[config.mk]
export PLATFORM = sky130hd
export DESIGN_NAME = bitser_max_finder
export DESIGN_NICKNAME = d
export VERILOG_FILES = /design/src/rtl/bsm_pkg.sv /design/src/rtl/bsm_reset_sync.sv /design/src/rtl/bsm_bit_counter.sv /design/src/rtl/bsm_cand_array.sv /design/src/rtl/bsm_prio_enc.sv /design/src/rtl/bitser_max_finder.sv
export SDC_FILE = /design/constraint.sdc
export NUM_CORES = 1
export LEC_CHECK = 0
export BUFFER_PORTS_ARGS = -buffer_cell sky130_fd_sc_hd__buf_2
export CAP_MARGIN = 5
export CORE_MARGIN = 2
export CORE_UTILIZATION = 40
export CTS_BUF_LIST = sky130_fd_sc_hd__clkbuf_4 sky130_fd_sc_hd__clkbuf_8 sky130_fd_sc_hd__clkbuf_16
export DETAILED_ROUTE_END_ITERATION = 16
export HOLD_SLACK_MARGIN = 0.05
export PLACE_DENSITY = 0.61
export SLEW_MARGIN = 20
export SYNTH_ARGS = -nofsm -noshare
export SYNTH_HDL_FRONTEND = slang
export SYNTH_SLANG_ARGS = --single-unit
[constraint.sdc]
create_clock -name clk -period 4 [get_ports clk]
set_clock_uncertainty 0.05 [all_clocks]
set_input_delay 0.8 -clock clk [delete_from_list [all_inputs] [get_ports clk]]
set_output_delay 0.8 -clock clk [all_outputs]
set_load 0.02 [all_outputs]
[src/rtl/bsm_pkg.sv]
package bsm_pkg;
  localparam int unsigned DEF_STREAMS = 16;
  localparam int unsigned DEF_WORD_BITS = 8;
endpackage

[src/rtl/bsm_reset_sync.sv]
module bsm_reset_sync (
  input  logic clk,
  input  logic rst_n,
  output logic rst_sync_n
);
  logic meta_q;
  logic sync_q;

  always_ff @(posedge clk or negedge rst_n) begin
    if (!rst_n) begin
      meta_q <= 1'b0;
      sync_q <= 1'b0;
    end else begin
      meta_q <= 1'b1;
      sync_q <= meta_q;
    end
  end

  assign rst_sync_n = sync_q;
endmodule

[src/rtl/bsm_bit_counter.sv]
module bsm_bit_counter #(
  parameter int unsigned WORD_BITS = 8
) (
  input  logic clk,
  input  logic rst_n,
  input  logic start,
  input  logic bit_valid,
  output logic take_bit,
  output logic done
);
  localparam int unsigned CNTW = (WORD_BITS > 1) ? $clog2(WORD_BITS) : 1;
  localparam logic [CNTW-1:0] LAST = CNTW'(WORD_BITS - 1);

  logic [CNTW-1:0] cnt_q, cnt_d;
  logic            active_q, active_d;
  logic            done_q, done_d;
  logic            cnt_en;

  assign take_bit = active_q & bit_valid & ~start;
  assign cnt_en   = start | take_bit;

  always_comb begin
    cnt_d    = cnt_q;
    active_d = active_q;
    done_d   = 1'b0;
    if (start) begin
      cnt_d    = '0;
      active_d = 1'b1;
    end else if (take_bit) begin
      if (cnt_q == LAST) begin
        cnt_d    = '0;
        active_d = 1'b0;
        done_d   = 1'b1;
      end else begin
        cnt_d = cnt_q + CNTW'(1);
      end
    end
  end

  always_ff @(posedge clk or negedge rst_n) begin
    if (!rst_n) begin
      cnt_q    <= '0;
      active_q <= 1'b0;
    end else if (cnt_en) begin
      cnt_q    <= cnt_d;
      active_q <= active_d;
    end
  end

  always_ff @(posedge clk or negedge rst_n) begin
    if (!rst_n) done_q <= 1'b0;
    else        done_q <= done_d;
  end

  assign done = done_q;
endmodule

[src/rtl/bsm_cand_array.sv]
module bsm_cand_array #(
  parameter int unsigned NUM_STREAMS = 16
) (
  input  logic                   clk,
  input  logic                   rst_n,
  input  logic                   start,
  input  logic                   take_bit,
  input  logic [NUM_STREAMS-1:0] stream_bits,
  output logic [NUM_STREAMS-1:0] cand
);
  logic [NUM_STREAMS-1:0] cand_q, cand_d;
  logic [NUM_STREAMS-1:0] hit;
  logic                   any_one;
  logic                   cand_en;

  for (genvar g = 0; g < NUM_STREAMS; g++) begin : g_hit
    assign hit[g] = cand_q[g] & stream_bits[g];
  end

  assign any_one = |hit;
  assign cand_en = start | take_bit;

  for (genvar g = 0; g < NUM_STREAMS; g++) begin : g_next
    always_comb begin
      if (start) cand_d[g] = 1'b1;
      else       cand_d[g] = cand_q[g] & (stream_bits[g] | ~any_one);
    end
  end

  always_ff @(posedge clk or negedge rst_n) begin
    if (!rst_n)       cand_q <= '0;
    else if (cand_en) cand_q <= cand_d;
  end

  assign cand = cand_q;
endmodule

[src/rtl/bsm_prio_enc.sv]
module bsm_prio_enc #(
  parameter int unsigned NUM_STREAMS = 16,
  parameter int unsigned IDXW = $clog2(NUM_STREAMS)
) (
  input  logic [NUM_STREAMS-1:0] req,
  output logic [IDXW-1:0]        idx
);
  always_comb begin
    idx = '0;
    for (int i = NUM_STREAMS - 1; i >= 0; i--) begin
      if (req[i]) idx = IDXW'(i);
    end
  end
endmodule

[src/rtl/bitser_max_finder.sv]
module bitser_max_finder
  import bsm_pkg::*;
#(
  parameter int unsigned NUM_STREAMS = DEF_STREAMS,
  parameter int unsigned WORD_BITS   = DEF_WORD_BITS,
  localparam int unsigned IDXW = (NUM_STREAMS > 1) ? $clog2(NUM_STREAMS) : 1
) (
  input  logic                   clk,
  input  logic                   rst_n,
  input  logic                   start,
  input  logic                   bit_valid,
  input  logic [NUM_STREAMS-1:0] stream_bits,
  output logic [NUM_STREAMS-1:0] cand_flags,
  output logic [IDXW-1:0]        max_index,
  output logic                   done
);
  logic rst_sync_n;
  logic take_bit;

  bsm_reset_sync u_rst (
    .clk        (clk),
    .rst_n      (rst_n),
    .rst_sync_n (rst_sync_n)
  );

  bsm_bit_counter #(.WORD_BITS(WORD_BITS)) u_cnt (
    .clk       (clk),
    .rst_n     (rst_sync_n),
    .start     (start),
    .bit_valid (bit_valid),
    .take_bit  (take_bit),
    .done      (done)
  );

  bsm_cand_array #(.NUM_STREAMS(NUM_STREAMS)) u_cand (
    .clk         (clk),
    .rst_n       (rst_sync_n),
    .start       (start),
    .take_bit    (take_bit),
    .stream_bits (stream_bits),
    .cand        (cand_flags)
  );

  bsm_prio_enc #(.NUM_STREAMS(NUM_STREAMS), .IDXW(IDXW)) u_enc (
    .req (cand_flags),
    .idx (max_index)
  );
endmodule

==> summary.txt, run 1 <==
Pwr
  • Net Sw Frac: 0.337
  • Pwr/cell area: 322 nW/um2
  • Clock power frac: 0.236
  • P_sw: 0.000164 W
  • Comb pwr share: 0.195
  • Seq pwr share: 0.569
  • Worst vdd rail ir drop: 0.167 mV
  • Cell internal pwr: 0.000323 W
  • Static leakage: 0.651 nW

Critical path
  • Worst setup EP type: primary output
  • Required @ worst endpoint: 3.15 ns
  • Crit path arrival time: 1.69 ns
  • WP buf/inv: 1
  • Crit path launch type: register
  • Crit path max-delay family: flip-flops
  • CP peak stage delay: 0.47 ns
  • Kind of critical path: reg -> out
  • CP Max Fanout: 6
  • Critical path's slowest cell: dfrtp_1
  • Critical-path cell list: nor4_1 > o41ai_1 > a21oi_1 > buf_2

Die
  • Row count: 20
  • Die area: 3620 um2
  • Die Wd: 60.2 um
  • Core Area: 3030 um2
  • Initial core utilization: 0.417
  • I/O pin cnt: 41
  • Die Ht: 60.2 um

Global route
  • Largest net degree at the start of global routing: 38
  • GR Overflow Total: 0
  • First-pass GRT wire length: 4950 um
  • Number of global-route vias before repair: 1058
  • Global Route Usage Sum: 0.184
  • Initial antenna violation count: 0

Min path
  • Hold Crit Class: in -> async

Synth
  • Synthesized Nets: 157
  • Netlist cell types: 27
  • Cells after Synth: 135
  • EDFF count, synth: 0
  • Synth area leaders: dfrtp_1 46%, nor2_1 7.7%, nor3_1 7.1%, a21oi_2 6.3%, a21oi_1 5.2%
  • Post-synth top area share: 0.456
  • Post-Syn Area per Cell: 9.34 um2
  • Synth area leader: dfrtp_1
  • Async SR Flop Fraction: 1.00
  • Synth Flop Type: dfrtp_1
  • Mapped Area: 1260 um2
  • Register bit total from synthesis: 23
  • Yosys Warn Count: 0
  • Seq/Total Area, Yosys: 0.456

Place
  • DP Wirelength: 2310 um
  • Placer Congestion: 0.869
  • Port Buffers: 40
  • Dpl cell area: 1480 um2

Drt
  • Post-route DRC: 0
  • Routed WL: 3100 um
  • DR WL/cell: 14.4 um
  • DRT iter0 DRCs: 64
  • Routed Antenna Nets: 0
  • Avg Vias per Cell: 5.39
  • DRT Pass-1 Iters: 5
  • Routed vias: 1165

CTS
  • CTS tree: yes
  • Clock buffer count from CTS: 3
  • Clock transition at path regs: 0.14 ns
  • Number of buffers added for setup after CTS: 0
  • Sink count of the clock tree: 23
  • Clk buf depth: 2
  • Cts hold-fix bufs: 0
  • CTS HTree Levels: 1
  • Worst skew pair latency: 0.32 ns
  • Clock root cell: clkbuf_4
  • Post_cts resized: 0

Final layout
  • Final Cell Area: 1510 um2
  • Diodes inserted: 0
  • Synth-to-Final Area Change: 19.9%
  • Share of cells above drive strength 1: 0.343
  • Fin nets: 195

Job
  • Total of max-cap violations: 0

Status
  • Status: finished, final reports clean

Timing
  • Tmin final: 2.54 ns
  • Max-slew violation count: 0
  • Slew @ Worst Pin: 0.829 ns
  • Sum Neg Setup Slack: 0 ns
  • Part of the cycle the worst path needs: 0.636
  • RSZ-0062 raised after global routing: false
  • Final setup fails: 0
  • Fmax: 0.393 GHz
  • Worst slew margin: 0.447
  • Endpoints failing hold: 0
synthesized netlist by cell type, types with 2 or more instances:
library cell	instances
nor3_1	18
dfrtp_1	23
inv_1	4
a21o_1	2
ha_1	2
nand2_1	6
nor4_1	2
a21oi_1	13
o31ai_1	2
clkbuf_1	6
a22o_1	4
nor2_1	26
a21oi_2	9
nand3_1	3
a221oi_2	3
path summary, 6_finish.rpt:
kind	startpoint	end	slack, ns	cells past startpoint
worst min-delay path	rst_n	u_rst.meta_q$_DFF_PN0_	0.19	1
worst max-delay path	u_cand.cand[8]$_DFFE_PN0P_	max_index[2]	1.46	4
worst min register to register	u_rst.rst_sync_n$_DFF_PN0_	u_cand.cand[4]$_DFFE_PN0P_	0.30	0
min in group clk	u_rst.meta_q$_DFF_PN0_	u_rst.rst_sync_n$_DFF_PN0_	0.33	0
worst max register to register	u_cand.cand[0]$_DFFE_PN0P_	u_cand.cand[4]$_DFFE_PN0P_	2.24	4
max in group asynchronous	u_rst.rst_sync_n$_DFF_PN0_	u_cand.cand[3]$_DFFE_PN0P_	3.09	0
cells by family after synthesis:
family | after synthesis | share of synthesized area
buffers and inverters | 11 | 0.0387
flip-flops | 23 | 0.456
other | 1 | 0.00297
adder cells (fa/ha/maj) | 2 | 0.0198
AO/OA/AOI/OAI | 40 | 0.264
AND/OR/NAND/NOR | 58 | 0.218
cell usage in the layout (no fill, tap or decap):
| master | Yosys | final |
|---|---|---|
| a22o_1 | 4 | 4 |
| clkbuf_4 | 0 | 3 |
| o22ai_1 | 1 | 1 |
| a21oi_2 | 9 | 9 |
| a21o_1 | 2 | 2 |
| a211oi_1 | 1 | 1 |
| inv_1 | 4 | 4 |
| a221oi_2 | 3 | 3 |
| a21oi_1 | 13 | 13 |
| nor3_1 | 18 | 18 |
| nand3_1 | 3 | 3 |
| nor3b_1 | 1 | 1 |
| buf_2 | 0 | 40 |
| nand4_4 | 1 | 1 |
| o41ai_1 | 1 | 1 |
| clkinvlp_4 | 0 | 1 |
| ha_1 | 2 | 2 |
| o32ai_1 | 1 | 1 |
| nor2_1 | 26 | 26 |
| nand2_1 | 6 | 6 |
| and3b_1 | 1 | 1 |
| dfrtp_1 | 23 | 23 |
| conb_1 | 1 | 1 |
| nor4_1 | 2 | 2 |
| o21ai_0 | 1 | 1 |
| a21oi_4 | 1 | 1 |
| o31ai_1 | 2 | 2 |
| a221oi_4 | 1 | 1 |
worst register-to-register path, delay by kind of cell (launching register included):
kind            cells  cell delay (ns)
compound gates      3             0.79
flops               1             0.49
simple gates        1             0.37
layout make-up:
cell class	instances	area (um2)
clock inverter	1	7.51
clock buffer	3	22.5
fill	308	1520
inverter	4	15.0
tap	44	55.1
multi-input combinational	101	637
sequential	23	576
timing repair buffer	40	200
through the flow:
stage           util  hold WS [ns]  total power (W)  worst slack (ns)  std cells
2_1_floorplan      -         0.217         0.000336              1.81        135
3_3_place_gp   0.490         0.287         0.000374              1.85        212
3_5_place_dp   0.490         0.304         0.000378              1.81        212
4_1_cts        0.500         0.185         0.000490              1.46        216
5_1_grt        0.500         0.164         0.000514              1.36        216
6_report       0.500         0.186         0.000488              1.46        216
metal layers:
layer	track usage	share of wire	vias to the layer above
met1	0.255	0.44	551
li1	-	-	564
met3	0.0260	0.061	6
met2	0.290	0.48	44
met5	0	0	-
met4	0.0698	0.015	0
state kept, by name, summed over array words and instances, names as in the netlist:
| signal | cells |
|---|---|
| u_cnt.active_q | 1 |
| u_rst.rst_sync_n | 1 |
| u_cand.cand | 16 |
| u_rst.meta_q | 1 |
| u_cnt.done | 1 |
| u_cnt.cnt_q | 3 |
power groups by stage:
stage               Clock [W]  Sequential, W  Combinational (W)
finish               0.000115       0.000277          0.0000950
global route         0.000128       0.000281           0.000104
CTS                  0.000117       0.000278          0.0000957
detailed placement          0       0.000282          0.0000955
global placement            0       0.000281          0.0000933
floorplan                   0       0.000291          0.0000456
No activity file was read; power rests on OpenSTA's default activity.
==> run 2: changes to the inputs <==
- clock period: 4 -> 2.4 ns (I/O delays scaled with it)
==> summary.txt, run 2 (synthesis gave the netlist of run 1 again) <==
Critical path
  • Worst setup EP type: primary output (unchanged)
  • R2R setup slack: 0.65 ns (was 2.24 ns)
  • CP Max Fanout: 6 (unchanged)
  • Reg2reg path depth: 4 (unchanged)
  • WP buf/inv: 1 (unchanged)
  • Crit Reg-Reg Startpoint: u_cand.cand[0]$_DFFE_PN0P_ (unchanged)
  • Required @ worst endpoint: 1.87 ns (was 3.15 ns)
  • Critical-path cell list: nor4_1 > o41ai_1 > a21oi_1 > buf_2 (unchanged)
  • Critical path's slowest cell: dfrtp_1 (unchanged)
  • R2R Path End: u_cand.cand[4]$_DFFE_PN0P_ (unchanged)
  • Crit path launch type: register (unchanged)
  • Crit path max-delay family: flip-flops (unchanged)
  • Kind of critical path: reg -> out (unchanged)
  • Crit path arrival time: 1.68 ns (was 1.69 ns)
  • CP peak stage delay: 0.47 ns (about the same)

CTS
  • CTS HTree Levels: 1 (unchanged)
  • Clock buffer count from CTS: 3 (unchanged)
  • Sink count of the clock tree: 23 (unchanged)
  • Number of buffers added for setup after CTS: 0 (unchanged)
  • Clock transition at path regs: 0.14 ns (about the same)
  • CTS tree: yes (unchanged)
  • Clk buf depth: 2 (unchanged)
  • Clock root cell: clkbuf_4 (unchanged)
  • Worst skew pair latency: 0.32 ns (about the same)

Timing
  • RSZ-0062 raised after global routing: false (unchanged)
  • Max-slew violation count: 0 (unchanged)
  • Slew @ Worst Pin: 0.827 ns (was 0.829 ns)
  • Sum Neg Setup Slack: 0 ns (unchanged)
  • Final setup fails: 0 (unchanged)
  • Endpoints failing hold: 0 (unchanged)
  • Part of the cycle the worst path needs: 0.921
  • Tmin final: 2.21 ns
  • Fmax: 0.453 GHz
  • Worst slew margin: 0.449 (was 0.447)
  • WHS: 0.302 ns (was 0.186 ns)

Drt
  • DRT Pass-1 Iters: 4 (was 5)
  • Routed Antenna Nets: 0 (unchanged)
  • Routed WL: 3080 um (was 3100 um)
  • Post-route DRC: 0 (unchanged)
  • DRT iter0 DRCs: 77 (was 64)
  • Routed vias: 1162 (was 1165)
  • DR WL/cell: 14.2 um (was 14.4 um)
  • Avg Vias per Cell: 5.35 (was 5.39)

Die
  • Die Wd: 60.2 um (unchanged)
  • Die Ht: 60.2 um (unchanged)
  • I/O pin cnt: 41 (unchanged)
  • Initial core utilization: 0.417 (unchanged)
  • Core Area: 3030 um2 (unchanged)
  • Die area: 3620 um2 (unchanged)
  • Row count: 20 (unchanged)

Final layout
  • Share of cells above drive strength 1: 0.341 (was 0.343)
  • Largest register FFs: 16 (unchanged)
  • Total of fill cells in the finished design: 307 (was 308)
  • Synth-to-Final Area Change: 20.7% (was 19.9%)
  • Leading cell type in the layout, fill and taps excluded: buf_2 (unchanged)
  • Fin nets: 196 (was 195)
  • Most frequent cells in the layout: 40 x buf_2, 26 x nor2_1, 23 x dfrtp_1, 18 x nor3_1, 13 x a21oi_1 (unchanged)
  • Final Cell Area: 1520 um2 (was 1510 um2)
  • Diodes inserted: 0 (unchanged)

Job
  • Total of max-cap violations: 0 (unchanged)

Global route
  • Number of global-route vias before repair: 1060 (was 1058)
  • Initial antenna violation count: 0 (unchanged)
  • Largest net degree at the start of global routing: 38 (unchanged)
  • GR Overflow Total: 0 (unchanged)
  • First-pass GRT wire length: 4950 um (unchanged)
  • Global Route Usage Sum: 0.184 (unchanged)

Place
  • Placer Congestion: 0.869 (unchanged)
  • Port Buffers: 40 (unchanged)
  • DP Wirelength: 2310 um (unchanged)
  • Dpl cell area: 1480 um2 (unchanged)

Pwr
  • Static leakage: 0.655 nW (was 0.651 nW)
  • Pwr/cell area: 534 nW/um2 (was 322 nW/um2)
  • Worst vdd rail ir drop: 0.278 mV (was 0.167 mV)

Status
  • Status: finished, final reports clean (unchanged)

Min path
  • Hold Crit Class: reg -> async (was in -> async)
run 2: changes by cell type in the layout (fill, tap and decap cells not counted):
cell,before,now
dlygate4sd3_1,0,1
run 2: area by class of cell:
cell class	instances	area, um2	area share
inverters	4	15.0	0.00986
clock inverters	1	7.51	0.00493
multi-input cells	101	637	0.418
repair buffers	41	210	0.138
clock buffers	3	22.5	0.0148
flip-flops and latches	23	576	0.378
well taps	44	55.1	0.0362
run 2: routing by layer:
layer  global-route usage  vias to the layer above  share of wire
met5                    0                        -              0
met4               0.0698                        0          0.016
met3               0.0260                        6          0.059
met2                0.290                       41           0.49
met1                0.255                      551           0.44
li1                     -                      564              -
run 2: stage by stage:
stage,power [W],utilization,instances,setup WS [ns]
2_1_floorplan,0.000560,-,135,0.527
3_3_place_gp,0.000624,0.490,212,0.573
4_1_cts,0.000818,0.503,217,0.183
5_1_grt,0.000857,0.503,217,0.0792
3_5_place_dp,0.000629,0.490,212,0.535
6_report,0.000813,0.503,217,0.190
run 2: what timing repair did:
action / 4_1_cts / 5_1_grt
hold buffers: 1 / 0
hold endpoints to repair: 2 / 0
endpoints found under the setup margin: 0 / 0
gates resized for setup: 0 / 0
run 2: worst reg2reg max path: cells and delay by family (launching register included):
kind               cells  cell delay (ns)
AOI/OAI and AO/OA      3             0.79
and+or+nand+nor        1             0.36
DFF                    1             0.49
run 2: how the worst max path moves through the flow:
stage                                    start                    endpoint  slack, ns  depth (start not counted)
floorplan           u_cand.cand[8]$_DFFE_PN0P_                max_index[2]       0.53                          3
global placement    u_cand.cand[8]$_DFFE_PN0P_                max_index[2]       0.57                          4
detailed placement              stream_bits[6]  u_cand.cand[4]$_DFFE_PN0P_       0.53                          5
CTS                 u_cand.cand[8]$_DFFE_PN0P_                max_index[2]       0.18                          4
global route        u_cand.cand[8]$_DFFE_PN0P_                max_index[2]       0.08                          4
finish              u_cand.cand[8]$_DFFE_PN0P_                max_index[2]       0.19                          4
run 2: report_power, final:
group	total, W	internal [W]	switching [W]
Clock	0.000192	0.0000636	0.000128
Sequential	0.000462	0.000412	0.0000497
Combinational	0.000159	0.0000637	0.0000954
